File: src/rtl/spf_pkg.sv
package spf_pkg;
  typedef enum logic [1:0] {
    SH_HOLD  = 2'd0,
    SH_LOAD  = 2'd1,
    SH_SHIFT = 2'd2,
    SH_EMPTY = 2'd3
  } sh_op_e;
endpackage

File: src/rtl/spf_shifter.sv
module spf_shifter #(
  parameter int W = 8
) (
  input  logic                 clk,
  input  logic                 rst_n,
  input  spf_pkg::sh_op_e      op,
  input  logic [W-1:0]         load_data,
  input  logic                 load_last,
  output logic                 full,
  output logic                 bit_out,
  output logic                 at_final_bit,
  output logic                 byte_is_last
);
  localparam int CW = (W > 1) ? $clog2(W) : 1;

  logic [W-1:0]  sreg_q, sreg_d;
  logic [CW-1:0] cnt_q, cnt_d;
  logic          full_q, full_d;
  logic          last_q, last_d;

  always_comb begin
    sreg_d = sreg_q;
    cnt_d  = cnt_q;
    full_d = full_q;
    last_d = last_q;
    case (op)
      spf_pkg::SH_LOAD: begin
        sreg_d = load_data;
        cnt_d  = '0;
        full_d = 1'b1;
        last_d = load_last;
      end
      spf_pkg::SH_SHIFT: begin
        sreg_d = sreg_q >> 1;
        cnt_d  = cnt_q + CW'(1);
      end
      spf_pkg::SH_EMPTY: begin
        cnt_d  = '0;
        full_d = 1'b0;
        last_d = 1'b0;
      end
      default: ;
    endcase
  end

  always_ff @(posedge clk or negedge rst_n) begin
    if (!rst_n) begin
      sreg_q <= '0;
      cnt_q  <= '0;
      full_q <= 1'b0;
      last_q <= 1'b0;
    end else begin
      sreg_q <= sreg_d;
      cnt_q  <= cnt_d;
      full_q <= full_d;
      last_q <= last_d;
    end
  end

  assign full         = full_q;
  assign bit_out      = full_q & sreg_q[0];
  assign at_final_bit = full_q & (cnt_q == CW'(W - 1));
  assign byte_is_last = last_q;
endmodule

File: src/rtl/spf_frame_track.sv
module spf_frame_track (
  input  logic clk,
  input  logic rst_n,
  input  logic take,
  input  logic take_last,
  output logic pkt_open
);
  logic open_q, open_d;

  always_comb begin
    open_d = open_q;
    if (take) open_d = ~take_last;
  end

  always_ff @(posedge clk or negedge rst_n) begin
    if (!rst_n) open_q <= 1'b0;
    else        open_q <= open_d;
  end

  assign pkt_open = open_q;
endmodule

File: src/rtl/serial_pkt_framer.sv
module serial_pkt_framer #(
  parameter int DATA_W   = 8,
  parameter int SYNC_LEN = 2
) (
  input  logic              clk,
  input  logic              rst_n,
  input  logic              in_valid,
  input  logic [DATA_W-1:0] in_data,
  input  logic              in_last,
  output logic              in_ready,
  output logic              ser_data,
  output logic              ser_valid_n,
  output logic              ser_frame_n
);
  import spf_pkg::*;

  logic [SYNC_LEN-1:0] rs_q;
  logic                rst_int_n;

  always_ff @(posedge clk or negedge rst_n) begin
    if (!rst_n) rs_q <= '0;
    else        rs_q <= {rs_q[SYNC_LEN-2:0], 1'b1};
  end
  assign rst_int_n = rs_q[SYNC_LEN-1];

  logic   full, bit_out, at_final_bit, byte_is_last, pkt_open;
  logic   take;
  sh_op_e op;

  assign in_ready = ~full | at_final_bit;
  assign take     = in_valid & in_ready & rst_int_n;

  always_comb begin
    if (take)              op = SH_LOAD;
    else if (at_final_bit) op = SH_EMPTY;
    else if (full)         op = SH_SHIFT;
    else                   op = SH_HOLD;
  end

  spf_shifter #(.W(DATA_W)) u_shift (
    .clk          (clk),
    .rst_n        (rst_int_n),
    .op           (op),
    .load_data    (in_data),
    .load_last    (in_last),
    .full         (full),
    .bit_out      (bit_out),
    .at_final_bit (at_final_bit),
    .byte_is_last (byte_is_last)
  );

  spf_frame_track u_frame (
    .clk       (clk),
    .rst_n     (rst_int_n),
    .take      (take),
    .take_last (in_last),
    .pkt_open  (pkt_open)
  );

  assign ser_data    = bit_out;
  assign ser_valid_n = ~full;
  assign ser_frame_n = ~((full & ~(byte_is_last & at_final_bit)) | (~full & pkt_open));
endmodule

File: config.mk
export PLATFORM = sky130hd
export DESIGN_NAME = serial_pkt_framer
export DESIGN_NICKNAME = d
export VERILOG_FILES = /design/src/rtl/spf_pkg.sv /design/src/rtl/spf_shifter.sv /design/src/rtl/spf_frame_track.sv /design/src/rtl/serial_pkt_framer.sv
export SDC_FILE = /design/constraint.sdc
export NUM_CORES = 1
export LEC_CHECK = 0
export BUFFER_PORTS_ARGS = -buffer_cell sky130_fd_sc_hd__buf_4
export CAP_MARGIN = 20
export CORE_MARGIN = 2
export CORE_UTILIZATION = 40
export CTS_BUF_LIST = sky130_fd_sc_hd__clkbuf_4
export DETAILED_ROUTE_END_ITERATION = 8
export GPL_ROUTABILITY_DRIVEN = 0
export GPL_TIMING_DRIVEN = 0
export PLACE_DENSITY = 0.73
export SLEW_MARGIN = 20
export SYNTH_ARGS = -nofsm -noshare
export SYNTH_HDL_FRONTEND = slang
export SYNTH_SLANG_ARGS = --single-unit
File: constraint.sdc
create_clock -name clk -period 3.7 [get_ports clk]
set_clock_uncertainty 0.15 [all_clocks]
set_input_delay 0.37 -clock clk [delete_from_list [all_inputs] [get_ports clk]]
set_output_delay 0.37 -clock clk [all_outputs]
set_load 0.01 [all_outputs]
; ---- After elaboration in Yosys (flattened, before gate mapping)
; Index checks and enable logic that the tools add are counted.
[totals]
regBits = 16
latch_bits = 0
mem_bits_rw = 0
rom_bits = 0
in_bits = 12
output_inout_bits = 4
wordCells = 35
n_memories = 0
[classes]
n_addsub = 1
mul = 0
n_div = 0
order_cmp = 0
eq_ne = 4
shift = 0
mux = 7
bitwise_logic = 13
n_reduce_logical = 4
[op_table]
columns = op, count
row1 = $pmux 8 s2, 1
row2 = $and 1x1->1, 7
row3 = $mux 2, 3
row4 = $pmux 3 s2, 1
row5 = $reduce_bool 2->1, 3
row6 = $eq 2x2->1 const B, 2
row7 = $not 1->1, 4
row8 = $pmux 1 s2, 2
row9 = $add 3x1->3 const B, 1
row10 = $eq 3x3->1 const B, 1
row11 = $eq 2x1->1 const B, 1
row12 = $or 1x1->1, 2
row13 = $reduce_or 2->1, 1

; ---- Depth between registers and ports, before layout
[logic_depth]
depth_word = 9
ltp_mapped = 10
mapped_depth_nobuf = 8

; ---- By module
; A second synthesis with hierarchy kept.
[unflattened]
cells_unflattened = 78
area_unflattened_um2 = 827.0
[modules_own_cells]
columns = mod, instances, cells_each, area_per_inst_um2
row1 = spf_shifter, 1, 63, 684.4
row2 = serial_pkt_framer, 1, 12, 103.8
row3 = spf_frame_track, 1, 3, 38.8

; ---- Worst setup path after synthesis
; Ideal clock, no wire load.
[synth_path]
path_kind = reg2reg
startpoint = reg rs_q[1]
endpoint = reg u_shift.sreg_q[5]
setup_ns = 0.077
arrival_ns = 1.949
slack_ns = 1.524
stages_incl_launch_ff = 9
path_buffers = 2
path_cell_list = dfrtp_1 -> nand2_1 -> o21ai_4 -> inv_1 -> ha_1 -> clkbuf_1 -> buf_2 -> nor2_1 -> a21oi_1
[synth_between]
elab_chain_cells = 4
[synth_lines]
columns = item, line_no
row1 = "start, declared", serial_pkt_framer.sv:17  ; logic [SYNC_LEN-1:0] rs_q;
row2 = "start signal, assigned", serial_pkt_framer.sv:22  ; else rs_q <= {rs_q[SYNC_LEN-2:0], 1'b1};
row3 = $and 1x1->1 *, serial_pkt_framer.sv:31  ; assign take = in_valid & in_ready & rst_int_n;
row4 = $mux 2 *, serial_pkt_framer.sv:34  ; if (take) op = SH_LOAD;
row5 = $eq 2x2->1 / $eq 2x1->1 (equally long branches), spf_shifter.sv:26  ; case (op)
row6 = $pmux 8 s2 / $reduce_bool 2->1 (equally long branches), -
row7 = "end signal, assigned", spf_shifter.sv:53  ; sreg_q <= sreg_d;
row8 = "end, declared", spf_shifter.sv:16  ; logic [W-1:0] sreg_q, sreg_d;
; Every way passes the cells marked *; elsewhere a longest branch is shown, timed or not.
; A chain may end at the register's enable or synchronous reset.

; ---- Worst setup path after layout
; Ends and elaborated chain as after synthesis.

==> run metrics <==
status=completed; Clk pin slew, worst setup/hold paths=100 ps; sequential area share after synthesis=49.5%; die width=49.0 µm; CTS tree=built; DP HPWL=1.00 mm; CP arrival=2650 ps; Die ar.=2400 µm²; htree depth=1; first-pass GRT wire length=2.33 mm; vias in the first global route=551; Seq cells post-synth=16; number of max-cap violations=0; First-pass DRT Iterations=4; critical path endpoint category=register; Die H=49.0 µm; clock insertion delay at the later pin of the skew report=290 ps; CP Class=reg2reg; Finished Layout Cells=125; Final ANT Viol Nets=0; largest net degree at the start of global routing=18; post-CTS setup buffers=0; placed cells=120; r2r setup slk=1110 ps; P_sw=0.307 mW; initial antenna violation count=0; clock share of power=12.1%; syn_area_per_cell=10.4 µm²; RSZ-0062 raised after global routing=no; setup_tns=0 ps; row count=16; Critical Path RT=3770 ps; hold slack final=116 ps; final slew viol count=0; Combinational Power Share=50.0%; Via density=4.69; CP Launch Type=register; # IOs=16; syn_nets=96; switching share of power=38.5%; post_cts resized=0; Starting Density=41.6%; sequential share of power=37.9%; Mapped Area=808 µm²; area growth from synthesis to layout=22.6%; CTS Root Cell=clkbuf_4; Unique masters post-synth=21; ratio of cells with drive above 1 in the final layout=25.5%; Syn Inst Count=78; core box area=1940 µm²; fmax=387 MHz; Crit Path Max Fanout=17; cell leakage power=0.517 nW; GR Overflow Total=0; Port Buf Inserts=15; crit share post-route=69.9%; Final #Nets=117; Slew headroom=57.9%; Iteration-0 DRC Markers=6; Num CTS Buffers=3; Max VDD drop=0.325 mV; final WL=1.36 mm; reg2reg path depth=8; Sink Count=16; post-route minimum period=2590 ps; Power Density=804 nW/µm²; yosys synthesis warning count=0; Antenna diodes=0; Least-Margin Pin Slew=631 ps; Post-CTS Hold Fix Bufs=1; Power Internal=0.490 mW; clock buffer depth=2; WL/cell=10.9 µm; final setup fails=0; Final Hold Viols=0; Overall Global Routing Usage=12.8%; worst hold path class=reg2async; DR DRC count=0; DR vias=586
-- registers in the layout, indices dropped and copies added, names as in the netlist --
| signal | cells |
|---|---|
| u_shift.sreg_q | 8 |
| u_shift.cnt_q | 3 |
| u_frame.pkt_open | 1 |
| u_shift.byte_is_last | 1 |
| rs_q | 2 |
| u_shift.full | 1 |
-- synth_stat cells --
| library cell | instances | area (µm²) |
|---|---|---|
| a21oi_1 | 9 | 45.0 |
| and2_2 | 1 | 7.51 |
| buf_2 | 2 | 10.0 |
| clkbuf_1 | 1 | 3.75 |
| conb_1 | 1 | 3.75 |
| dfrtp_1 | 16 | 400 |
| ha_1 | 6 | 75.1 |
| inv_1 | 5 | 18.8 |
| mux2_4 | 1 | 15.0 |
| mux2i_1 | 7 | 70.1 |
| nand2_1 | 6 | 22.5 |
| nand2b_1 | 2 | 12.5 |
| nand3_1 | 2 | 10.0 |
| nand3b_1 | 1 | 7.51 |
| nor2_1 | 7 | 26.3 |
| nor2b_1 | 1 | 6.26 |
| nor2b_4 | 1 | 13.8 |
| o21ai_0 | 6 | 30.0 |
| o21ai_4 | 1 | 16.3 |
| o31ai_1 | 1 | 7.51 |
| or2_2 | 1 | 6.26 |
-- routing by layer --
layer | up-vias | global-route usage (%) | share of wire [%]
li1 | 299 | - | -
met1 | 273 | 14.9 | 46
met2 | 9 | 21.9 | 48
met3 | 5 | 2.76 | 3.5
met4 | 0 | 7.14 | 2.3
met5 | - | 0 | 0
-- power groups by stage --
stage               clock, mW  combinational (mW)  sequential, mW
floorplan                   0               0.309           0.293
global placement            0               0.383           0.302
detailed placement          0               0.401           0.306
CTS                    0.0960               0.403           0.302
global route            0.104               0.458           0.314
finish                 0.0960               0.398           0.302
-- per-stage QoR --
step           worst slack, ps  area, µm²  power [mW]  utilization, %
3_3_place_gp              1160        955       0.685            49.2
3_5_place_dp              1110        955       0.707            49.2
2_1_floorplan             1520        808       0.602               -
4_1_cts                   1090        991       0.802            51.0
6_report                  1110        991       0.796            51.0
5_1_grt                    856        991       0.876            51.0
-- placed cells by master, fill, tap and decap left out --
master and count:
and2_2 1, nor2_1 7, nor2b_4 1, clkbuf_1 1, dfrtp_1 16, nor2b_1 1
clkinv_1 1, ha_1 6, o21ai_4 1, a21oi_1 9, clkbuf_4 3, buf_4 15
nand3b_1 1, or2_2 1, mux2_4 1, o21ai_0 6, inv_1 5, dlygate4sd3_1 1
nand3_1 2, buf_2 2, o31ai_1 1, nand2_1 6, conb_1 1, mux2i_1 7
nand2b_1 2
-- final timing paths --
path | start | endpoint
min in group clk | in_last | u_frame.pkt_open
min | rs_q[1] | u_shift.sreg_q[2]
max reg2reg | rs_q[1] | u_shift.sreg_q[5]
max | rs_q[1] | u_shift.sreg_q[5]
max in group asynchronous | rs_q[1] | u_shift.sreg_q[1]
min reg2reg | rs_q[1] | u_shift.sreg_q[2]
-- area by class of cell --
type / count / area (µm²)
clock inverter: 1 / 3.75
sequential: 16 / 400
timing repair buffer: 16 / 123
multi-input combinational: 54 / 375
fill: 188 / 951
buffer: 3 / 13.8
inverter: 5 / 18.8
tap: 27 / 33.8
clock buffer: 3 / 22.5
-- kinds of logic after synthesis --
group                    count (synthesis)  synth area share [%]
adder cells (fa/ha/maj)                  6                  9.29
AO/OA/AOI/OAI                           17                  12.2
other                                    1                 0.464
AND/OR/NAND/NOR                         22                  13.9
multiplexers                             8                  10.5
buffers and inverters                    8                  4.02
flip-flops                              16                  49.5
-- worst max-delay path: stages (launching register included) --
cell	delay, ps
dfrtp_1	760
nand2_1	230
o21ai_4	270
inv_1	100
ha_1	280
clkbuf_1	260
buf_2	260
nor2_1	50
a21oi_1	130
Note: power is estimated with default switching activity, not from simulation.
